File: config.mk
export PLATFORM = sky130hd
export DESIGN_NAME = rtc_subsec_timebase
export DESIGN_NICKNAME = d
export VERILOG_FILES = /design/src/rtl/rtc_subsec_timebase.sv
export SDC_FILE = /design/constraint.sdc
export NUM_CORES = 1
export LEC_CHECK = 0
export CORE_MARGIN = 8
export CORE_UTILIZATION = 44
export DETAILED_ROUTE_END_ITERATION = 10
export PLACE_DENSITY = 0.73
export SLEW_MARGIN = 20
export SYNTH_ARGS = -nofsm -noshare
export SYNTH_HDL_FRONTEND = slang
export SYNTH_SLANG_ARGS = --single-unit
File: constraint.sdc
create_clock -name clk -period 4.1 [get_ports clk]
set_input_delay 1.23 -clock clk [delete_from_list [all_inputs] [get_ports clk]]
set_output_delay 1.23 -clock clk [all_outputs]
set_load 0.005 [all_outputs]
File: src/rtl/rtc_subsec_timebase.sv
module rtc_subsec_timebase #(
  parameter int ADIV_W = 7,
  parameter int SDIV_W = 15,
  localparam int SS_W = SDIV_W + 1
) (
  input  logic              clk,
  input  logic              rst_n,
  input  logic              ref_en,
  input  logic [ADIV_W-1:0] async_div,
  input  logic [SDIV_W-1:0] sync_div,
  input  logic              shift_req,
  input  logic [SDIV_W-1:0] shift_frac,
  input  logic              shift_adv,
  output logic              sec_tick,
  output logic [SS_W-1:0]   subsec,
  output logic              shift_busy
);

  logic [ADIV_W-1:0] acnt;
  logic [SS_W-1:0]   scnt;
  logic [SDIV_W-1:0] frac_q;
  logic              adv_q, pend, tick_q;

  wire step   = ref_en && (acnt == '0);
  wire wrap   = (scnt == '0);
  wire apply  = step && pend && !wrap;
  wire accept = shift_req && !pend && !scnt[SS_W-1];

  wire [SS_W-1:0] base = wrap ? {1'b0, sync_div} : scnt - 1'b1;
  wire [SS_W-1:0] addn = apply ? {1'b0, frac_q} : '0;

  always_ff @(posedge clk or negedge rst_n) begin
    if (!rst_n) begin
      acnt   <= '0;
      scnt   <= '0;
      frac_q <= '0;
      adv_q  <= 1'b0;
      pend   <= 1'b0;
      tick_q <= 1'b0;
    end else begin
      if (ref_en)
        acnt <= step ? async_div : acnt - 1'b1;
      if (step)
        scnt <= base + addn;
      tick_q <= step && (wrap || (apply && adv_q));
      if (apply)
        pend <= 1'b0;
      else if (accept) begin
        pend   <= 1'b1;
        frac_q <= shift_frac;
        adv_q  <= shift_adv;
      end
    end
  end

  assign sec_tick   = tick_q;
  assign subsec     = scnt;
  assign shift_busy = pend;

endmodule

# Word-level counts from Yosys, hierarchy flattened
# Cells that the tools add are included.
# totals
out_inout_bits,18
elab_cells,30
ff_bits,41
# classes
n_bitwise,1
n_mux,5
reduce_logical,15
n_addsub,3
# op_table
op,count
$add A16 B15 Y16,1
$logic_not A16 Y1,1
$mux W16,1
$sub A16 B1 Y16 const B,1
$mux W15,1
$logic_and A1 B1 Y1,7
$logic_not A7 Y1,1
$mux W7,1
$sub A7 B1 Y7 const B,1
$logic_not A1 Y1,3
$mux W1,2
$reduce_and A2 Y1,1
$reduce_bool A2 Y1,1
$logic_or A1 B1 Y1,1
$not A1 Y1,1

# Longest topological paths before layout
# Gate-level depths: netlist of run 1.
# logic_depth
ltp_word,7
ltp_mapped,17

# Worst setup path before layout of run 1
# No wires, ideal clock.
# synth_timing
path_kind,input -> register
startpoint,in ref_en
endpoint,reg scnt[12] (netlist: subsec[12])
arrival_ns,4.378
setup_ns,0.069
path_buffers,2
slack_ns,-0.346
cell_stages,15
t_required_ns,4.031
cell_sequence,nand4_1 > or4_4 > buf_6 > nor3_1 > clkbuf_1 > and2_1 > ha_1 > inv_1 > fa_1 > nor2b_1 > o31a_1 > o21ai_1 > o21ai_1 > or4b_1 > nand3_1
# synth_via
elab_chain_cells,5
# synth_rtl
item,line,text
start: declaration,8,"input logic ref_en,"
$logic_and A1 B1 Y1 (*),24,wire step = ref_en && (acnt == '0);
$logic_and A1 B1 Y1 (2 in a row),26,wire apply = step && pend && !wrap;
$mux W15,30,"wire [SS_W-1:0] addn = apply ? {1'b0, frac_q} : '0;"
$add A16 B15 Y16,44,scnt <= base + addn;
end signal: assignment,44,
end: declaration,20,logic [SS_W-1:0] scnt;
# Every way passes the cells marked *; elsewhere a longest branch is shown, timed or not.
# A chain may end at the register's enable or synchronous reset.

# Worst setup path after layout of run 1
# Same ends and word-level chain as after synthesis.

==> summary.txt, run 1 <==
Worst hold path
  – WHS Path Cells: 1
  – Hold Crit Class: register to register
  – Hold path start: frac_q[12]
  – Min-Delay Endpoint: frac_q[12]

Final layout
  – Commonest cells after routing, fill and taps aside: clkdlybuf4s50_1, nand2_1, dfrtp_1, buf_4, o21ai_1
  – Util after Layout: 0.601
  – Number of diodes: 0
  – Syn-to-layout area delta: 35.5%
  – # fillers: 605
  – Most common cell after layout, fill and taps aside: clkdlybuf4s50_1
  – Fin area: 3990 sq um
  – Fin nets: 488
  – Share of layout cells above drive strength 1: 0.178
  – Final non-filler cell total: 506

CTS
  – Clock H-tree levels: 2
  – Post-CTS setup buffers: 0
  – Max Root-Sink Buffers: 2
  – CTS sink cnt: 41
  – CTS root buf: clkbuf_8
  – Worst-path clk slew: 80 ps
  – CTS tree: built
  – Hold Buf Count CTS: 0
  – Total CTS buffers: 5
  – Clock Latency Late Sink: 290 ps

Floorplan
  – Num rows: 30
  – CORE AREA: 6640 sq um
  – Die area: 9570 sq um
  – Die height: 97.8 um
  – Chip width: 97.8 um
  – Initial Util: 0.443
  – Boundary pin count: 60

Logic synthesis
  – Post-synthesis sequential area ratio: 0.348
  – Async SR Flop Fraction: 1.00
  – Mapped Nets: 397
  – Primary FF master, synth: dfrtp_1
  – Syn_area_per_cell: 8.79 sq um
  – FF+latch count, synth: 41
  – Synth Warn #: 0
  – Post-synthesis instance total: 335
  – Post-synth EDFFs: 0
  – Netlist Area Pre-Place: 2950 sq um
  – Synth unique cells: 53

Route
  – Top Metal Used: met4
  – Via density: 5.34
  – Number of routed nets with antenna violations: 0
  – DRT met1 WL: 3.53 mm
  – Vias: 2,701
  – DRC: 0
  – Starting DRT DRC Count: 121
  – Wirelength per Cell: 14.9 um
  – Routed wire length: 7.55 mm
  – Met2 wire length: 3.52 mm
  – DR WL met3: 413 um
  – Drt first pass iters: 4

STA
  – Final count of negative-setup-slack endpoints: 0
  – Slew headroom: 0.384
  – Fin crit share: 0.961
  – F_max: 254 MHz
  – Fin. Hold Viols: 0
  – Hold Slack: 481 ps
  – Slew Limit Fails: 0
  – Max Clock Skew: 8.35 ps
  – Clock period minus worst slack: 3940 ps
  – Worst Tran Pin Value: 924 ps

Global routing
  – GR Util All Layers: 0.165
  – Number of global-route vias before repair: 2,838
  – Largest net degree at the start of global routing: 42
  – Initial antenna violation count: 0
  – First-pass GRT wire length: 13.1 mm
  – Global route overflow: 0

Setup path
  – Critical R2R Launch: subsec[7]
  – Worst reg2reg path endpoint: subsec[12]
  – Worst Path Required: 4320 ps
  – Critical path type: input port to register
  – R2R cell count: 15
  – CP peak stage delay: 550 ps
  – Slowest-stage cell, CP: or4_4
  – Reg2reg setup slack: 320 ps
  – Worst EP arrival: 4160 ps
  – Startpoint types: input port
  – Critical-path maximum fanout: 4
  – Worst-path cell chain: dlymetal6s2s_1, nand4_1, or4_4, nor3_4, and2_4, ha_2, inv_1, fa_2, nor2b_2, o31a_1, o21ai_2, o21ai_2, or4b_4, nand3_1
  – CP most frequent cell: o21ai_2
  – Worst setup EP type: register

Power and ir drop
  – Comb power frac: 0.673
  – Part of the power in the clock network: 0.095
  – Peak VDD IR: 0.260 mV
  – Int Pwr: 1.88 mW
  – Leakage Power: 1.80 nW
  – Flop pwr share: 0.232
  – Net Sw Frac: 0.426
  – PwrDens: 822 nW/um^2
  – Sw power: 1.40 mW

Placement
  – Dpl hpwl: 5.99 mm
  – Port bufs: 59
  – Dpl cells: 499
  – Post-DP Area: 3870 sq um
  – RePlAce Congestion: 0.879

Outcome
  – Outcome: completed

Job
  – Max Cap Viol: 0
==> registers in the layout, indices dropped and copies added (netlist names) <==
name and count:
sec_tick 1, subsec 16, adv_q 1, shift_busy 1, frac_q 15, acnt 7
==> power by group through the flow <==
stage / sequential (mW) / combinational, mW / clock, mW
finish: 0.762 / 2.21 / 0.311
global route: 0.792 / 2.45 / 0.339
CTS: 0.758 / 2.21 / 0.322
detailed placement: 0.767 / 2.18 / 0
global placement: 0.759 / 2.14 / 0
floorplan: 0.720 / 1.33 / 0
==> cells in the mapped netlist, types with 3 or more instances <==
master | number | share of area
mux2i_1 | 3 | 0.010
xor2_1 | 6 | 0.018
nor3_1 | 10 | 0.017
nand3_1 | 8 | 0.014
o21ai_0 | 9 | 0.015
nor2_1 | 12 | 0.015
clkbuf_1 | 8 | 0.010
and2_1 | 15 | 0.032
mux2_2 | 8 | 0.031
ha_1 | 19 | 0.081
o21ai_1 | 34 | 0.058
a21o_1 | 5 | 0.013
inv_2 | 3 | 0.0038
o21bai_1 | 4 | 0.010
mux2_1 | 9 | 0.034
a21oi_1 | 19 | 0.032
nand2_1 | 47 | 0.060
inv_1 | 11 | 0.014
nand4_1 | 3 | 0.0064
xnor2_1 | 16 | 0.048
dfrtp_1 | 41 | 0.35
==> per-layer routing <==
metal / GRT usage / vias to the layer above
met3: 0.0420 / 8
met1: 0.205 / 1266
met5: 0 / -
met4: 0.0444 / 0
li1: - / 1369
met2: 0.276 / 58
==> stage by stage <==
stage	setup TNS (ps)	power (mW)	worst slack (ps)
floorplan	-74.3	2.05	-74.3
global placement	-1150	2.90	-242
detailed placement	-1550	2.95	-311
CTS	0	3.29	8.60
global route	-19.7	3.58	-19.7
finish	0	3.28	160
==> cell type report <==
type / count / area (sq um) / share of cell area
multi-input cells: 267 / 1830 / 0.460
flip-flops and latches: 41 / 1030 / 0.257
repair buffers: 97 / 873 / 0.219
well taps: 80 / 100 / 0.0251
clock buffers: 5 / 68.8 / 0.0172
inverters: 14 / 52.6 / 0.0132
clock inverters: 2 / 35.0 / 0.00878
==> cells by family (layout without fill, tap and decap cells) <==
family | Yosys count | after routing | share of synthesized area
compound gates | 89 | 89 | 0.178
xor+xnor | 22 | 22 | 0.0654
fa+ha+maj | 20 | 20 | 0.0875
buf+inv | 27 | 118 | 0.0416
flops | 41 | 41 | 0.348
mux | 20 | 20 | 0.0752
simple gates | 116 | 116 | 0.204
==> worst max-delay path by stage <==
stage	end	start	depth (start not counted)	slack, ps
global route	subsec[12]	ref_en	14	-20
CTS	subsec[12]	ref_en	14	9
finish	subsec[12]	ref_en	14	160
detailed placement	subsec[12]	ref_en	14	-310
global placement	subsec[12]	ref_en	14	-240
floorplan	subsec[12]	ref_en	15	-70
==> critical path, delay by kind of cell <==
kind	cells	cell delay (ps)
AOI/OAI and AO/OA	3	440
adders and majority gates	2	540
buffers and inverters	2	170
and+or+nand+nor	7	1770
==> repair_timing <==
| item | 4_1_cts | 5_1_grt |
|---|---|---|
| gates resized for setup | 0 | 6 |
| pin swaps | 2 | 8 |
| endpoints found under the setup margin | 1 | 8 |
(Power assumes the default switching activity.)
==> run 2, diff against run 1 <==
--- a/config.mk
+++ b/config.mk
@@ -8,7 +8,7 @@
 export CORE_MARGIN = 8
 export CORE_UTILIZATION = 44
 export DETAILED_ROUTE_END_ITERATION = 10
-export PLACE_DENSITY = 0.73
+export PLACE_DENSITY = 0.83
 export SLEW_MARGIN = 20
 export SYNTH_ARGS = -nofsm -noshare
 export SYNTH_HDL_FRONTEND = slang
==> summary.txt, run 2 (synthesis results as in run 1) <==
Route
  – Starting DRT DRC Count: 168 (+39%)
  – Routed wire length: 7.66 mm (+1.5%)
  – Vias: 2,742 (+1.5%)
  – Via density: 5.37 (+0.52%)
  – Drt first pass iters: 4 (unchanged)
  – DRC: 0 (unchanged)
  – Wirelength per Cell: 15.0 um (+0.48%)
  – Number of routed nets with antenna violations: 0 (unchanged)

Setup path
  – CP most frequent cell: o21ai_2
  – Critical path launch point: ref_en
  – Worst reg2reg path endpoint: subsec[15]
  – Worst-path cell chain: dlymetal6s2s_1, nand4_1, or4_4, nor3_4, and2_4, ha_2, inv_1, fa_2, nor2b_2, o31a_1, o21ai_2, o21ai_2, or4b_1, nand3_1
  – R2R cell count: 12 (-3)
  – Reg2reg setup slack: 190 ps (-130 ps)
  – Worst setup EP type: register
  – Startpoint types: input port
  – Critical R2R Launch: subsec[7]
  – Worst Path Required: 4340 ps (+20 ps)
  – Critical path type: input port to register
  – Critical-path maximum fanout: 4 (unchanged)
  – Worst EP arrival: 4160 ps (about the same)
  – CP peak stage delay: 560 ps (about the same)
  – Slowest-stage cell, CP: or4_4

CTS
  – CTS sink cnt: 41 (unchanged)
  – Max Root-Sink Buffers: 2 (unchanged)
  – Clock H-tree levels: 2 (unchanged)
  – CTS tree: built
  – Clock Latency Late Sink: 300 ps (about the same)
  – CTS root buf: clkbuf_8
  – Hold Buf Count CTS: 0 (unchanged)
  – Worst-path clk slew: 80 ps (about the same)
  – Total CTS buffers: 5 (unchanged)

Final layout
  – Share of layout cells above drive strength 1: 0.186 (+0.00721)
  – Largest register FFs: 16 (unchanged)
  – Commonest cells after routing, fill and taps aside: clkdlybuf4s50_1, nand2_1, dfrtp_1, buf_4, o21ai_1
  – Number of diodes: 0 (unchanged)
  – Syn-to-layout area delta: 36.9%
  – Final non-filler cell total: 511 (+0.99%)
  – Fin nets: 492 (+0.82%)
  – Most common cell after layout, fill and taps aside: clkdlybuf4s50_1

Power and ir drop
  – Part of the power in the clock network: 0.099 (+0.004)
  – Flop pwr share: 0.229 (-0.003)
  – Net Sw Frac: 0.426 (about the same)
  – Leakage Power: 1.81 nW (+0.63%)
  – Int Pwr: 1.90 mW (+0.95%)
  – Sw power: 1.41 mW (+0.98%)
  – PwrDens: 822 nW/um^2 (about the same)
  – Comb power frac: 0.672 (about the same)
  – Peak VDD IR: 0.255 mV (-1.9%)

Global routing
  – First-pass GRT wire length: 12.8 mm (-2.7%)
  – Largest net degree at the start of global routing: 42 (unchanged)
  – Initial antenna violation count: 0 (unchanged)
  – GR Util All Layers: 0.162 (-0.00334)
  – Number of global-route vias before repair: 2,763 (-2.6%)
  – Global route overflow: 0 (unchanged)

Worst hold path
  – Hold path start: frac_q[5]
  – WHS Path Cells: 1 (unchanged)
  – Min-Delay Endpoint: frac_q[5]
  – Hold Crit Class: register to register

STA
  – Fin. Hold Viols: 0 (unchanged)
  – Fin crit share: 0.956 (-0.00479)
  – Hold Slack: 481 ps (+0.237 ps)
  – Worst Tran Pin Value: 929 ps (+4.38 ps)
  – Max Clock Skew: 4.33 ps (-4.02 ps)
  – Final count of negative-setup-slack endpoints: 0 (unchanged)
  – F_max: 255 MHz (+0.50%)
  – Slew Limit Fails: 0 (unchanged)
  – Slew headroom: 0.381 (-0.00292)
  – Clock period minus worst slack: 3920 ps (-19.6 ps)
  – RSZ-0062 raised after global routing: no

Floorplan
  – Die height: 97.8 um (unchanged)
  – Initial Util: 0.443 (unchanged)
  – CORE AREA: 6640 sq um (unchanged)
  – Num rows: 30 (unchanged)
  – Die area: 9570 sq um (unchanged)
  – Chip width: 97.8 um (unchanged)
  – Boundary pin count: 60 (unchanged)

Placement
  – Dpl hpwl: 6.03 mm (+0.73%)
  – RePlAce Congestion: 0.868 (-1.3%)
  – Port bufs: 59 (unchanged)
  – Dpl cells: 502 (+0.60%)

Job
  – Max Cap Viol: 0 (unchanged)

Outcome
  – Outcome: completed
run 2: cell types whose count changed in the layout (fill, tap and decap cells not counted):
cell	delta
clkbuf_1	+1
o21ai_1	+1
clkinv_2	-1
buf_6	+1
o21bai_2	+1
or4b_4	-1
buf_4	+3
o21bai_1	-1
clkinv_4	+1
or4b_1	+1
o21ai_0	-1
run 2: cell type report:
type / count / area, sq um
multi-input combinational: 267 / 1830
timing repair buffer: 101 / 907
clock inverter: 2 / 38.8
fill: 590 / 2610
inverter: 14 / 52.6
tap: 80 / 100
sequential: 41 / 1030
clock buffer: 6 / 72.6
run 2: power by group through the flow:
stage	sequential [mW]	combinational (mW)	clock (mW)
final	0.759	2.23	0.328
after global routing	0.790	2.45	0.348
after CTS	0.756	2.22	0.336
after detailed placement	0.765	2.19	0
after global placement	0.755	2.15	0
after floorplan	0.720	1.33	0
run 2: timing repair:
action                                  4_1_cts  5_1_grt
gates resized for setup                       1        7
endpoints found under the hold margin         0        0
pin swaps                                     2        6
endpoints found under the setup margin        2        7
buffers inserted                              0        1
run 2: layer usage:
layer | vias up | GRT usage | share of wire
li1 | 1380 | - | -
met1 | 1271 | 0.192 | 0.44
met2 | 84 | 0.278 | 0.48
met3 | 7 | 0.0441 | 0.071
met4 | 0 | 0.0468 | 0.0094
met5 | - | 0 | 0
run 2: critical path: cells and delay by family:
family | cells | cell delay [ps]
AND/OR/NAND/NOR | 7 | 1800
adder cells (fa/ha/maj) | 2 | 550
AO/OA/AOI/OAI | 3 | 400
buffers and inverters | 2 | 180
run 2: worst max path at each step:
stage	cells past startpoint	slack [ps]	endpoint
3_5_place_dp	14	-320	subsec[12]
4_1_cts	14	60	subsec[12]
6_report	14	180	subsec[12]
2_1_floorplan	15	-70	subsec[12]
3_3_place_gp	14	-230	subsec[12]
5_1_grt	12	8	subsec[15]
run 2: through the flow:
| stage | setup slack, ps | util | TNS, ps | area, sq um | power (mW) |
|---|---|---|---|---|---|
| 2_1_floorplan | -74.3 | - | -74.3 | 2970 | 2.05 |
| 3_3_place_gp | -228 | 0.586 | -1190 | 3890 | 2.91 |
| 6_report | 180 | 0.607 | 0 | 4030 | 3.31 |
| 3_5_place_dp | -321 | 0.586 | -1770 | 3890 | 2.96 |
| 5_1_grt | 8.14 | 0.607 | 0 | 4030 | 3.58 |
| 4_1_cts | 62.0 | 0.603 | 0 | 4010 | 3.32 |
==> run 3, diff against run 2 <==
--- a/config.mk
+++ b/config.mk
@@ -5,10 +5,11 @@
 export SDC_FILE = /design/constraint.sdc
 export NUM_CORES = 1
 export LEC_CHECK = 0
-export CORE_MARGIN = 8
-export CORE_UTILIZATION = 44
+export CORE_MARGIN = 2
+export CORE_UTILIZATION = 47
+export CTS_CLUSTER_DIAMETER = 40
 export DETAILED_ROUTE_END_ITERATION = 10
-export PLACE_DENSITY = 0.83
+export PLACE_DENSITY = 0.87
 export SLEW_MARGIN = 20
 export SYNTH_ARGS = -nofsm -noshare
 export SYNTH_HDL_FRONTEND = slang
==> summary.txt, run 3 (synthesis results as in run 1) <==
Floorplan
  – Die height: 83.2 um (-15%)
  – Boundary pin count: 60 (unchanged)
  – CORE AREA: 5990 sq um (-9.8%)
  – Initial Util: 0.492 (+0.0483)
  – Die area: 6920 sq um (-28%)
  – Num rows: 28 (-6.7%)
  – Chip width: 83.2 um (-15%)

Final layout
  – Largest register FFs: 16 (unchanged)
  – Commonest cells after routing, fill and taps aside: clkdlybuf4s50_1, nand2_1, buf_4, dfrtp_1, o21ai_1
  – Util after Layout: 0.674 (+0.0674)
  – Final non-filler cell total: 511 (unchanged)
  – Syn-to-layout area delta: 37.1%
  – Share of layout cells above drive strength 1: 0.197 (+0.0116)
  – Fin nets: 497 (+1.0%)
  – # fillers: 498 (-16%)
  – Most common cell after layout, fill and taps aside: clkdlybuf4s50_1
  – Fin area: 4040 sq um (+0.19%)
  – Number of diodes: 0 (unchanged)

Route
  – Drt first pass iters: 4 (unchanged)
  – Via density: 5.40 (+0.62%)
  – Starting DRT DRC Count: 168 (unchanged)
  – Top Metal Used: met4
  – DRC: 0 (unchanged)
  – DR WL met3: 280 um (-48%)
  – Vias: 2,759 (+0.62%)
  – Number of routed nets with antenna violations: 0 (unchanged)
  – Routed wire length: 7.93 mm (+3.5%)
  – Wirelength per Cell: 15.5 um (+3.5%)
  – DRT met1 WL: 3.71 mm (+9.2%)
  – Met2 wire length: 3.85 mm (+5.7%)

CTS
  – Max Root-Sink Buffers: 2 (unchanged)
  – Hold Buf Count CTS: 0 (unchanged)
  – Total CTS buffers: 5 (unchanged)
  – CTS sink cnt: 41 (unchanged)
  – Worst-path clk slew: 90 ps (about the same)
  – CTS tree: built
  – Clock Latency Late Sink: 310 ps (about the same)
  – Clock H-tree levels: 2 (unchanged)
  – CTS root buf: clkbuf_8

Power and ir drop
  – Peak VDD IR: 0.678 mV (+170%)
  – PwrDens: 817 nW/um^2 (-0.62%)
  – Leakage Power: 1.83 nW (+1.1%)
  – Power, Total: 3.30 mW (-0.43%)

STA
  – Fin. Hold Viols: 0 (unchanged)
  – Fin crit share: 0.964 (+0.00800)
  – Slew headroom: 0.384 (+0.00355)
  – F_max: 253 MHz (-0.83%)
  – Slew Limit Fails: 0 (unchanged)
  – RSZ-0062 raised after global routing: no
  – Max Clock Skew: 12.6 ps (+8.23 ps)
  – Final count of negative-setup-slack endpoints: 0 (unchanged)
  – Worst Tran Pin Value: 923 ps (-5.33 ps)
  – Clock period minus worst slack: 3950 ps (+32.8 ps)

Setup path
  – Worst EP arrival: 4190 ps (+30 ps)
  – Worst setup EP type: register
  – R2R cell count: 15 (+3)
  – Critical path type: input port to register
  – Startpoint types: input port
  – Critical-path maximum fanout: 4 (unchanged)
  – Worst reg2reg path endpoint: subsec[12]
  – Worst Path Required: 4330 ps (about the same)
  – Reg2reg setup slack: 230 ps (+40 ps)
  – Critical R2R Launch: subsec[7]

Worst hold path
  – Min-Delay Endpoint: frac_q[5]
  – WHS Path Cells: 1 (unchanged)
  – Hold path start: frac_q[5]
  – Hold Crit Class: register to register

Global routing
  – GR Util All Layers: 0.237 (+0.0752)
  – Number of global-route vias before repair: 2,890 (+4.6%)
  – Global route overflow: 0 (unchanged)
  – Initial antenna violation count: 0 (unchanged)
  – Largest net degree at the start of global routing: 42 (unchanged)
  – First-pass GRT wire length: 13.4 mm (+4.9%)

Outcome
  – Outcome: completed

Placement
  – Dpl hpwl: 5.96 mm (-1.2%)
  – Port bufs: 59 (unchanged)
  – RePlAce Congestion: 0.917 (+5.6%)
  – Post-DP Area: 3880 sq um (-0.35%)
  – Dpl cells: 496 (-1.2%)

Job
  – Max Cap Viol: 0 (unchanged)
run 3: critical path, cell delays in order:
cell and delay, ps:
dlygate4sd2_1 220, nand4_1 140, or4_4 460, nor3_4 250
and2_4 170, ha_2 170, inv_1 60, fa_2 390
nor2b_4 130, o31a_1 200, o21ai_2 90, o21ai_2 130
or4b_4 470, nand3_1 90
run 3: repair_timing:
item,in CTS,in global routing
cloned,0,0
pin swaps,8,5
setup buffers,6,1
endpoints found under the setup margin,2,5
gates resized for setup,3,4
run 3: layout make-up:
cell class / count / area (sq um) / area share
Clock buffer: 5 / 68.8 / 0.0170
Clock inverter: 3 / 17.5 / 0.00434
Inverter: 14 / 52.6 / 0.0130
Multi-Input combinational cell: 267 / 1840 / 0.455
Sequential cell: 41 / 1030 / 0.254
Tap cell: 75 / 93.8 / 0.0232
Timing Repair Buffer: 106 / 941 / 0.233
run 3: worst max-delay path by stage:
stage | end | cells past startpoint | start
floorplan | subsec[12] | 15 | ref_en
global placement | subsec[12] | 14 | ref_en
detailed placement | subsec[12] | 14 | ref_en
CTS | subsec[12] | 14 | ref_en
global route | subsec[14] | 14 | ref_en
finish | subsec[12] | 14 | ref_en
run 3: per-layer routing:
metal  GRT usage  vias up
met5           0        -
met2       0.407       63
met4      0.0566        0
met1       0.308     1304
li1            -     1383
met3      0.0467        9
run 3: per-stage QoR:
stage / setup slack, ps / setup TNS [ps] / hold slack [ps]
after floorplan: -74.3 / -74.3 / 449
after global placement: -227 / -1160 / 461
after detailed placement: -372 / -2030 / 468
after CTS: 139 / 0 / 486
after global routing: 2.53 / 0 / 521
final: 147 / 0 / 481
run 3: power breakdown:
group          leakage (nW)  switching [mW]  total, mW  internal (mW)
logic                  1.27            1.12       2.26           1.15
clock network        0.0439           0.154      0.272          0.118
registers             0.515           0.181      0.761          0.580
